===== src/rtl/bpsk_pkg.sv =====
`timescale 1ns/1ps
package bpsk_pkg;

   // Cosine entry k of n, scaled to a w-bit signed full scale,
   // rounded half away from zero and clamped to the signed range.
   function automatic int cos_entry(int k, int n, int w);
      real amp;
      real r;
      int  v;
      int  hi;
      int  lo;
      amp = 2.0 ** (w - 1);
      r   = amp * $cos(2.0 * 3.14159265358979323846 * real'(k) / real'(n));
      if (r >= 0.0) v = $rtoi(r + 0.5);
      else          v = -$rtoi(0.5 - r);
      hi = (1 << (w - 1)) - 1;
      lo = -(1 << (w - 1));
      if (v > hi) v = hi;
      if (v < lo) v = lo;
      return v;
   endfunction

endpackage


===== src/rtl/bpsk_carrier_rom.sv =====
`timescale 1ns/1ps
module bpsk_carrier_rom #(
   parameter int OUT_W   = 16,
   parameter int LUT_AW  = 6,
   parameter int STEP    = 1,
   parameter int TBL_LAT = 1
) (
   input  logic                    clk,
   input  logic                    rst,
   output logic signed [OUT_W-1:0] car
);
   localparam int N = 2 ** LUT_AW;
   localparam logic [LUT_AW-1:0] STEP_V = LUT_AW'(STEP);

   logic signed [OUT_W-1:0] tbl [N];
   logic signed [OUT_W-1:0] pipe [TBL_LAT];
   logic [LUT_AW-1:0]       phase_q;

   // table computed at elaboration
   for (genvar k = 0; k < N; k++) begin : g_tbl
      localparam logic signed [31:0] CV = 32'(bpsk_pkg::cos_entry(k, N, OUT_W));
      assign tbl[k] = CV[OUT_W-1:0];
   end

   // phase runs freely; symbol changes never touch it
   always_ff @(posedge clk) begin
      if (rst) phase_q <= '0;
      else     phase_q <= phase_q + STEP_V;
   end

   always_ff @(posedge clk) begin
      if (rst) begin
         for (int i = 0; i < TBL_LAT; i++) pipe[i] <= '0;
      end else begin
         pipe[0] <= tbl[phase_q];
         for (int i = 1; i < TBL_LAT; i++) pipe[i] <= pipe[i-1];
      end
   end

   assign car = pipe[TBL_LAT-1];
endmodule


===== src/rtl/bpsk_sym_decide.sv =====
`timescale 1ns/1ps
module bpsk_sym_decide #(
   parameter int IN_W  = 16,
   parameter int PER_W = 16
) (
   input  logic                   clk,
   input  logic                   rst,
   input  logic signed [IN_W-1:0] din,
   input  logic [PER_W-1:0]       bit_period,
   output logic                   tick,
   output logic                   dec
);
   logic [PER_W-1:0] cnt_q;
   logic             dec_q;

   // last clock of the period; 0 and 1 both mean every clock
   assign tick = (bit_period <= PER_W'(1)) ? 1'b1 : (cnt_q >= bit_period - 1'b1);

   always_ff @(posedge clk) begin
      if (rst)       cnt_q <= '0;
      else if (tick) cnt_q <= '0;
      else           cnt_q <= cnt_q + 1'b1;
   end

   // threshold at zero: non-negative selects the plain carrier
   always_ff @(posedge clk) begin
      if (rst)       dec_q <= 1'b1;
      else if (tick) dec_q <= ~din[IN_W-1];
   end

   assign dec = dec_q;
endmodule


===== src/rtl/bpsk_phase_mux.sv =====
`timescale 1ns/1ps
module bpsk_phase_mux #(
   parameter int OUT_W   = 16,
   parameter int TBL_LAT = 1
) (
   input  logic                    clk,
   input  logic                    rst,
   input  logic signed [OUT_W-1:0] car,
   input  logic                    dec,
   output logic                    sel,
   output logic signed [OUT_W-1:0] dout,
   output logic                    dout_valid
);
   localparam logic signed [OUT_W-1:0] MINV = {1'b1, {(OUT_W-1){1'b0}}};
   localparam logic signed [OUT_W-1:0] MAXV = ~MINV;

   logic signed [OUT_W-1:0] ncar;
   logic signed [OUT_W-1:0] dout_q;
   logic [TBL_LAT:0]        vld_q;

   // align the decision with the table read latency
   if (TBL_LAT == 1) begin : g_sel_direct
      assign sel = dec;
   end else begin : g_sel_delay
      logic [TBL_LAT-2:0] sel_q;
      always_ff @(posedge clk) begin
         if (rst) begin
            sel_q <= '1;
         end else begin
            sel_q[0] <= dec;
            for (int i = 1; i < TBL_LAT - 1; i++) sel_q[i] <= sel_q[i-1];
         end
      end
      assign sel = sel_q[TBL_LAT-2];
   end

   assign ncar = (car == MINV) ? MAXV : -car;

   always_ff @(posedge clk) begin
      if (rst) begin
         dout_q <= '0;
         vld_q  <= '0;
      end else begin
         dout_q <= sel ? car : ncar;
         vld_q  <= {vld_q[TBL_LAT-1:0], 1'b1};
      end
   end

   assign dout       = dout_q;
   assign dout_valid = vld_q[TBL_LAT];
endmodule


===== src/rtl/bpsk_mod.sv =====
`timescale 1ns/1ps
module bpsk_mod #(
   parameter int IN_W    = 16,
   parameter int OUT_W   = 16,
   parameter int PER_W   = 16,
   parameter int LUT_AW  = 6,
   parameter int STEP    = 1,
   parameter int TBL_LAT = 1
) (
   input  logic                    clk,
   input  logic                    rst,
   input  logic signed [IN_W-1:0]  din,
   input  logic [PER_W-1:0]        bit_period,
   output logic signed [OUT_W-1:0] dout,
   output logic                    dout_valid
);
   if (IN_W < 2)                     begin : g_bad_in  $error("IN_W must be at least 2"); end
   if (OUT_W < 4 || OUT_W > 24)      begin : g_bad_out $error("OUT_W must be 4..24"); end
   if (PER_W < 1)                    begin : g_bad_per $error("PER_W must be positive"); end
   if (LUT_AW < 2 || LUT_AW > 10)    begin : g_bad_aw  $error("LUT_AW must be 2..10"); end
   if (TBL_LAT < 1 || TBL_LAT > 4)   begin : g_bad_lat $error("TBL_LAT must be 1..4"); end

   logic signed [OUT_W-1:0] car;
   logic                    sym_tick;
   logic                    sym_dec;
   logic                    mux_sel;

   bpsk_carrier_rom #(
      .OUT_W(OUT_W), .LUT_AW(LUT_AW), .STEP(STEP), .TBL_LAT(TBL_LAT)
   ) rom_i (
      .clk(clk), .rst(rst), .car(car)
   );

   bpsk_sym_decide #(
      .IN_W(IN_W), .PER_W(PER_W)
   ) dec_i (
      .clk(clk), .rst(rst), .din(din), .bit_period(bit_period),
      .tick(sym_tick), .dec(sym_dec)
   );

   bpsk_phase_mux #(
      .OUT_W(OUT_W), .TBL_LAT(TBL_LAT)
   ) mux_i (
      .clk(clk), .rst(rst), .car(car), .dec(sym_dec), .sel(mux_sel),
      .dout(dout), .dout_valid(dout_valid)
   );
endmodule


===== config.mk =====
export PLATFORM = sky130hd
export DESIGN_NAME = bpsk_mod
export DESIGN_NICKNAME = d
export VERILOG_FILES = /design/src/rtl/bpsk_pkg.sv /design/src/rtl/bpsk_carrier_rom.sv /design/src/rtl/bpsk_sym_decide.sv /design/src/rtl/bpsk_phase_mux.sv /design/src/rtl/bpsk_mod.sv
export SDC_FILE = /design/constraint.sdc
export NUM_CORES = 1
export LEC_CHECK = 0
export BUFFER_PORTS_ARGS = -buffer_cell sky130_fd_sc_hd__buf_2
export CAP_MARGIN = 20
export CORE_MARGIN = 2
export CORE_UTILIZATION = 25
export CTS_BUF_LIST = sky130_fd_sc_hd__clkbuf_16
export CTS_CLUSTER_SIZE = 40
export DETAILED_ROUTE_END_ITERATION = 10
export GPL_TIMING_DRIVEN = 0
export PLACE_DENSITY = 0.39
export SKIP_LAST_GASP = 1
export SYNTH_ARGS = -nofsm -noshare
export SYNTH_HDL_FRONTEND = slang
export SYNTH_SLANG_ARGS = --single-unit

===== constraint.sdc =====
create_clock -name clk -period 5.7 [get_ports clk]
set_clock_uncertainty 0.15 [all_clocks]
set_input_delay 0.285 -clock clk [delete_from_list [all_inputs] [get_ports clk]]
set_output_delay 0.285 -clock clk [all_outputs]
set_load 0.03 [all_outputs]

==> impl_metrics.py, run 1 <==
metrics = {
    "yosys": {
        "synthCells": 546,
        "synth_edf_count": 0,
        "synth-seq-cells": 57,
        "yosys.area.top_type": "dfxtp_1",
        "synth_nets": 611,
        "synth.top_cell.area_share_pct": 26.6,
        "synth.most_common_cell": "nor2_1",
        "synthTopCellsByCount": "nor2_1, a21oi_1, dfxtp_1, nand2_1, ha_1",
        "avgSynthCellArea_um2": 7.86,
        "ys_top_cells_by_area": "dfxtp_1, ha_1, a21oi_1, nor2_1, xnor2_1",
        "ys_types": 62,
        "async_flop_share_pct": 0,
        "synth_seq_area_share_pct": 26.6,
        "ys_warn_count": 0,
        "ys.flop_type": "dfxtp_1",
        "syn-cell-area_um2": 4290,
    },
    "placement": {
        "portBuffers": 35,
        "dp_hpwl_um": 10900,
        "gp_congestion": 0.980,
        "place_ws_ns": 2.15,
    },
    "worst_setup_path": {
        "path_class": "register to register",
        "arrival_ns": 3.75,
        "r2r_slack_ns": 1.97,
        "worstReg2RegStart": "rom_i.phase_q[0]$_SDFF_PP0_",
        "required_ns": 5.72,
        "end_kind": "register",
        "startpoint": "rom_i.phase_q[0]$_SDFF_PP0_",
        "crit_path_end": "rom_i.pipe[0][10]$_SDFF_PP0_",
        "timing.rr.end": "rom_i.pipe[0][10]$_SDFF_PP0_",
        "reg2reg_depth": 7,
        "crit_path_start_kind": "register",
        "critPathMaxFanout": 10,
    },
    "sta": {
        "slew_headroom_pct": 48.9,
        "rsz0062_at_grt": "no",
        "fin_crit_sh_pct": 65.4,
        "fin_ws_ns": 1.97,
        "slew_violations": 0,
        "tightest_slew_ns": 0.767,
        "max_freq_mhz": 268,
        "setup_tns_ns": 0,
        "final.min_clock_period_ns": 3.73,
        "setup_viol": 0,
        "fin_hold_ws_ns": 0.116,
        "hold_violations": 0,
    },
    "cts": {
        "htreeDepth": 3,
        "path_clk_slew_ns": 0.06,
        "cts_made_buffers": 9,
        "cts_setup_buffers": 0,
        "tritoncts": "done",
        "post_cts_resized": 0,
        "clockBufferDepth": 2,
        "cts-root-buf": "clkbuf_16",
        "cts.sink_count": 57,
        "cts-hold-fix-buffers": 0,
        "worstSkewPairLatency_ns": 0.33,
    },
    "floorplanning": {
        "die_w_um": 135,
        "core_um2": 16700,
        "rows": 47,
        "die_h_um": 135,
        "dieArea_um2": 18200,
        "start_util_pct": 25.7,
        "ios": 51,
    },
    "power_and_ir_drop": {
        "power_leakage_nw": 1.92,
        "power_density_nw_per_um2": 245,
        "irDropWorstVdd_uv": 129,
    },
    "global_routing": {
        "grt_pass1_wl_um": 22900,
        "grt_use_total_pct": 16.5,
        "antenna_found_initial": 0,
        "grt_pass1_vias": 4080,
        "grt_max_degree": 13,
        "grt_overflow": 0,
    },
    "detailed_routing": {
        "drt-initial-drc-count": 407,
        "post_drt_wl_per_cell_um": 18.0,
        "drc": 0,
        "num_vias": 4294,
        "via_per_inst": 5.26,
        "routed_wl_um": 14700,
        "antenna_left": 0,
        "drtPass1Iterations": 5,
    },
    "layout": {
        "antenna_cells": 0,
        "final_nets": 657,
        "syn_to_final_growth_pct": 17.4,
        "drive_gt1_share_pct": 13.9,
        "utilization_pct": 30.2,
    },
    "hold_path": {
        "hold_path.class": "primary input to register",
    },
    "flow_run": {
        "max_cap_viol_count": 0,
    },
    "status": {
        "status": "finished clean",
    },
}
## cell families (layout without fill, tap and decap cells)
family,count (synthesis),after routing,synth area share (%)
AND/OR/NAND/NOR,213,213,25.8
buffers and inverters,53,104,5.57
adder cells (fa/ha/maj),31,31,9.04
AO/OA/AOI/OAI,139,139,20.1
multiplexers,10,10,4.11
flip-flops,57,57,26.6
XOR/XNOR,43,43,8.77
## state kept, by name, indices dropped and copies added (netlist names)
signal	cells
rom_i.phase_q	6
dec_i.dec	1
dec_i.cnt_q	16
rom_i.pipe	16
mux_i.dout	16
mux_i.vld_q	2
## per-layer routing
metal / global-route usage [%] / wire [um] / vias up
met3: 2.82 / 1020 / 32
li1: - / - / 2040
met4: 7.12 / 454 / 0
met5: 0 / 0 / -
met2: 25.3 / 6330 / 201
met1: 22.7 / 6880 / 2021
## worst min-delay path by stage
| stage | from | end | slack (ns) | cells after the start |
|---|---|---|---|---|
| 6_report | din[15] | dec_i.dec$_SDFFE_PP1P_ | 0.12 | 3 |
| 5_1_grt | din[15] | dec_i.dec$_SDFFE_PP1P_ | 0.18 | 3 |
| 4_1_cts | din[15] | dec_i.dec$_SDFFE_PP1P_ | 0.11 | 3 |
| 3_5_place_dp | mux_i.vld_q[0]$_DFF_P_ | mux_i.vld_q[1]$_SDFF_PP0_ | 0.28 | 1 |
| 3_3_place_gp | mux_i.vld_q[0]$_DFF_P_ | mux_i.vld_q[1]$_SDFF_PP0_ | 0.29 | 1 |
| 2_1_floorplan | mux_i.vld_q[0]$_DFF_P_ | mux_i.vld_q[1]$_SDFF_PP0_ | 0.26 | 1 |
## where the power goes
group          switching, mW  internal [mW]
Clock                  0.192          0.337
Sequential            0.0231          0.422
Combinational          0.164         0.0981
## worst max-delay path: stages, from the launching register on
cell and delay, ns:
dfxtp_1 0.45, clkbuf_1 0.47, inv_1 0.31, ha_1 0.35
clkbuf_1 0.52, nand2_1 0.36, a311o_1 0.46, a311oi_1 0.49
## layout by cell type (no fill, tap or decap), types with 4 or more instances in the layout
| cell | n |
|---|---|
| clkbuf_1 | 18 |
| inv_1 | 18 |
| nand3_1 | 17 |
| buf_2 | 43 |
| nand4_1 | 6 |
| mux4_2 | 6 |
| clkbuf_16 | 9 |
| o22ai_1 | 4 |
| xor2_1 | 14 |
| and2_1 | 4 |
| nor2b_1 | 12 |
| a31oi_1 | 7 |
| dfxtp_1 | 57 |
| a21oi_1 | 59 |
| o21ai_0 | 22 |
| or3_1 | 4 |
| o211ai_1 | 9 |
| nand2b_1 | 11 |
| a211oi_1 | 9 |
| a311oi_1 | 4 |
| nand2_1 | 47 |
| nor4_4 | 4 |
| ha_1 | 31 |
| nor3_1 | 13 |
| xnor2_1 | 29 |
| nor2_1 | 72 |
## through the flow
| step | instances | power (mW) | area (um2) |
|---|---|---|---|
| floorplan | 546 | 0.626 | 4290 |
| global placement | 801 | 0.714 | 4740 |
| detailed placement | 801 | 0.710 | 4740 |
| CTS | 817 | 1.25 | 5040 |
| global route | 817 | 1.30 | 5040 |
| finish | 817 | 1.24 | 5040 |
## cell type report
cell class / instances / area, um2
Fill cell: 1833 / 11700
Clock inverter: 7 / 71.3
Clock buffer: 9 / 225
Inverter: 19 / 71.3
Multi-Input combinational cell: 436 / 2910
Tap cell: 220 / 275
Buffer: 34 / 168
Sequential cell: 57 / 1140
Timing Repair Buffer: 35 / 175
(Power assumes the default switching activity.)
==> run 2: changes to the inputs <==
- clock period: 5.7 -> 3.8 ns (I/O delays scaled with it)
==> run 2 against run 1 <==
  * Non-clock buffer count down 1
  * Die area unchanged
  * Sequential share of layout area about the same
  * Via count down 0.28%
  * Critical path type unchanged
  * Highest routed layer unchanged
==> impl_metrics.py, run 2 (synthesized netlist as in run 1, its figures left out) <==
metrics = {
    "placement": {
        "dp_hpwl_um": 10900,
        "portBuffers": 35,
        "place_ws_ns": 0.246,
        "dpl.cell_count": 801,
        "placed_area_um2": 4740,
        "gp_congestion": 0.980,
    },
    "layout": {
        "drive_gt1_share_pct": 13.9,
        "syn_to_final_growth_pct": 17.3,
        "utilization_pct": 30.2,
        "final_nets": 656,
        "final_cell_mix": "nor2_1, a21oi_1, dfxtp_1, nand2_1, buf_2",
        "fill_cells": 1833,
        "final_cells": 816,
        "layout.cells.most_common": "nor2_1",
        "antenna_cells": 0,
        "finalInstanceArea_um2": 5040,
    },
    "worst_setup_path": {
        "cpPeakStageDelay_ns": 0.69,
        "crit_slowest_cell": "ha_1",
        "path_class": "register to register",
        "arrival_ns": 3.50,
        "required_ns": 3.82,
        "end_kind": "register",
        "crit_path_cell_trace": "clkbuf_1 > inv_1 > ha_1 > nand2_1 > a311o_1 > a311oi_1",
        "critPathMaxFanout": 10,
        "r2r_slack_ns": 0.32,
        "crit_path_start_kind": "register",
    },
    "power_and_ir_drop": {
        "power_frac_clock_pct": 42.8,
        "power_frac_seq_pct": 36.0,
        "p_sw_uw": 569,
        "p_int_mw": 1.29,
        "power_frac_comb_pct": 21.2,
        "switching_share_pct": 30.7,
        "power_density_nw_per_um2": 368,
        "irDropWorstVdd_uv": 193,
        "power_leakage_nw": 1.92,
        "total_power_mw": 1.85,
    },
    "floorplanning": {
        "dieArea_um2": 18200,
        "rows": 47,
        "ios": 51,
        "die_h_um": 135,
        "die_w_um": 135,
        "core_um2": 16700,
        "start_util_pct": 25.7,
    },
    "cts": {
        "cts.sink_count": 57,
        "path_clk_slew_ns": 0.06,
        "clockBufferDepth": 2,
        "htreeDepth": 3,
        "cts_setup_buffers": 0,
        "tritoncts": "done",
        "cts-hold-fix-buffers": 0,
        "cts-root-buf": "clkbuf_16",
        "worstSkewPairLatency_ns": 0.33,
        "cts_made_buffers": 9,
    },
    "detailed_routing": {
        "num_vias": 4282,
        "drt-initial-drc-count": 441,
        "antenna_left": 0,
        "drtPass1Iterations": 5,
        "drc": 0,
        "via_per_inst": 5.25,
        "post_drt_wl_per_cell_um": 18.0,
        "routed_wl_um": 14700,
    },
    "sta": {
        "fin_crit_sh_pct": 91.6,
        "slew_headroom_pct": 48.9,
        "slew_violations": 0,
        "setup_tns_ns": 0,
        "rsz0062_at_grt": "no",
        "fin_ws_ns": 0.317,
        "hold_violations": 0,
        "fin_hold_ws_ns": 0.0211,
        "max_freq_mhz": 287,
        "setup_viol": 0,
        "tightest_slew_ns": 0.766,
        "final.min_clock_period_ns": 3.48,
    },
    "global_routing": {
        "grt_overflow": 0,
        "grt_pass1_vias": 4080,
        "grt_max_degree": 13,
        "grt_use_total_pct": 16.5,
        "grt_pass1_wl_um": 22900,
        "antenna_found_initial": 0,
    },
    "flow_run": {
        "max_cap_viol_count": 0,
    },
    "hold_path": {
        "hold_path.class": "primary input to register",
    },
    "status": {
        "status": "finished clean",
    },
}
-- run 2: cell types whose count changed in the layout (fill, tap and decap cells not counted) --
cell / change
clkbuf_1: -1
-- run 2: power groups by stage --
stage | logic, mW | registers, mW | clock network, mW
final | 0.393 | 0.668 | 0.793
after global routing | 0.426 | 0.672 | 0.847
after CTS | 0.387 | 0.668 | 0.816
after detailed placement | 0.384 | 0.681 | 0
after global placement | 0.392 | 0.679 | 0
after floorplan | 0.240 | 0.698 | 0
-- run 2: metal layers --
metal  up-vias  GRT usage, %  part of all wire (%)
met1      2000          22.7                    47
met5         -             0                     0
met4         0          7.12                   3.1
li1       2037             -                     -
met3        37          2.82                   7.2
met2       208          25.3                    43
-- run 2: worst max-delay path, delay by kind of cell, from the launching register on --
kind	cells	cell delay (ns)
flip-flops	1	0.46
AO/OA/AOI/OAI	2	0.93
adder cells (fa/ha/maj)	1	0.69
buffers and inverters	2	0.77
AND/OR/NAND/NOR	1	0.32
-- run 2: timing repair --
item	in CTS	in global routing
setup endpoints to repair	0	1
endpoints found under the hold margin	0	0
resized for setup	0	0
-- run 2: area by class of cell --
| cell class | instances | area [um2] | share of cell area [%] |
|---|---|---|---|
| Tap cell | 220 | 275 | 5.47 |
| Clock inverter | 7 | 71.3 | 1.42 |
| Multi-Input combinational cell | 436 | 2910 | 57.8 |
| Timing Repair Buffer | 35 | 175 | 3.48 |
| Sequential cell | 57 | 1140 | 22.7 |
| Clock buffer | 9 | 225 | 4.47 |
| Buffer | 33 | 164 | 3.25 |
| Inverter | 19 | 71.3 | 1.42 |
-- run 2: final timing paths --
kind | from | endpoint | cells after the start
hold reg to reg | mux_i.vld_q[0]$_DFF_P_ | mux_i.vld_q[1]$_SDFF_PP0_ | 1
hold / removal | din[15] | dec_i.dec$_SDFFE_PP1P_ | 3
setup / recovery | rom_i.phase_q[0]$_SDFF_PP0_ | rom_i.pipe[0][10]$_SDFF_PP0_ | 6
setup reg to reg | rom_i.phase_q[0]$_SDFF_PP0_ | rom_i.pipe[0][10]$_SDFF_PP0_ | 6
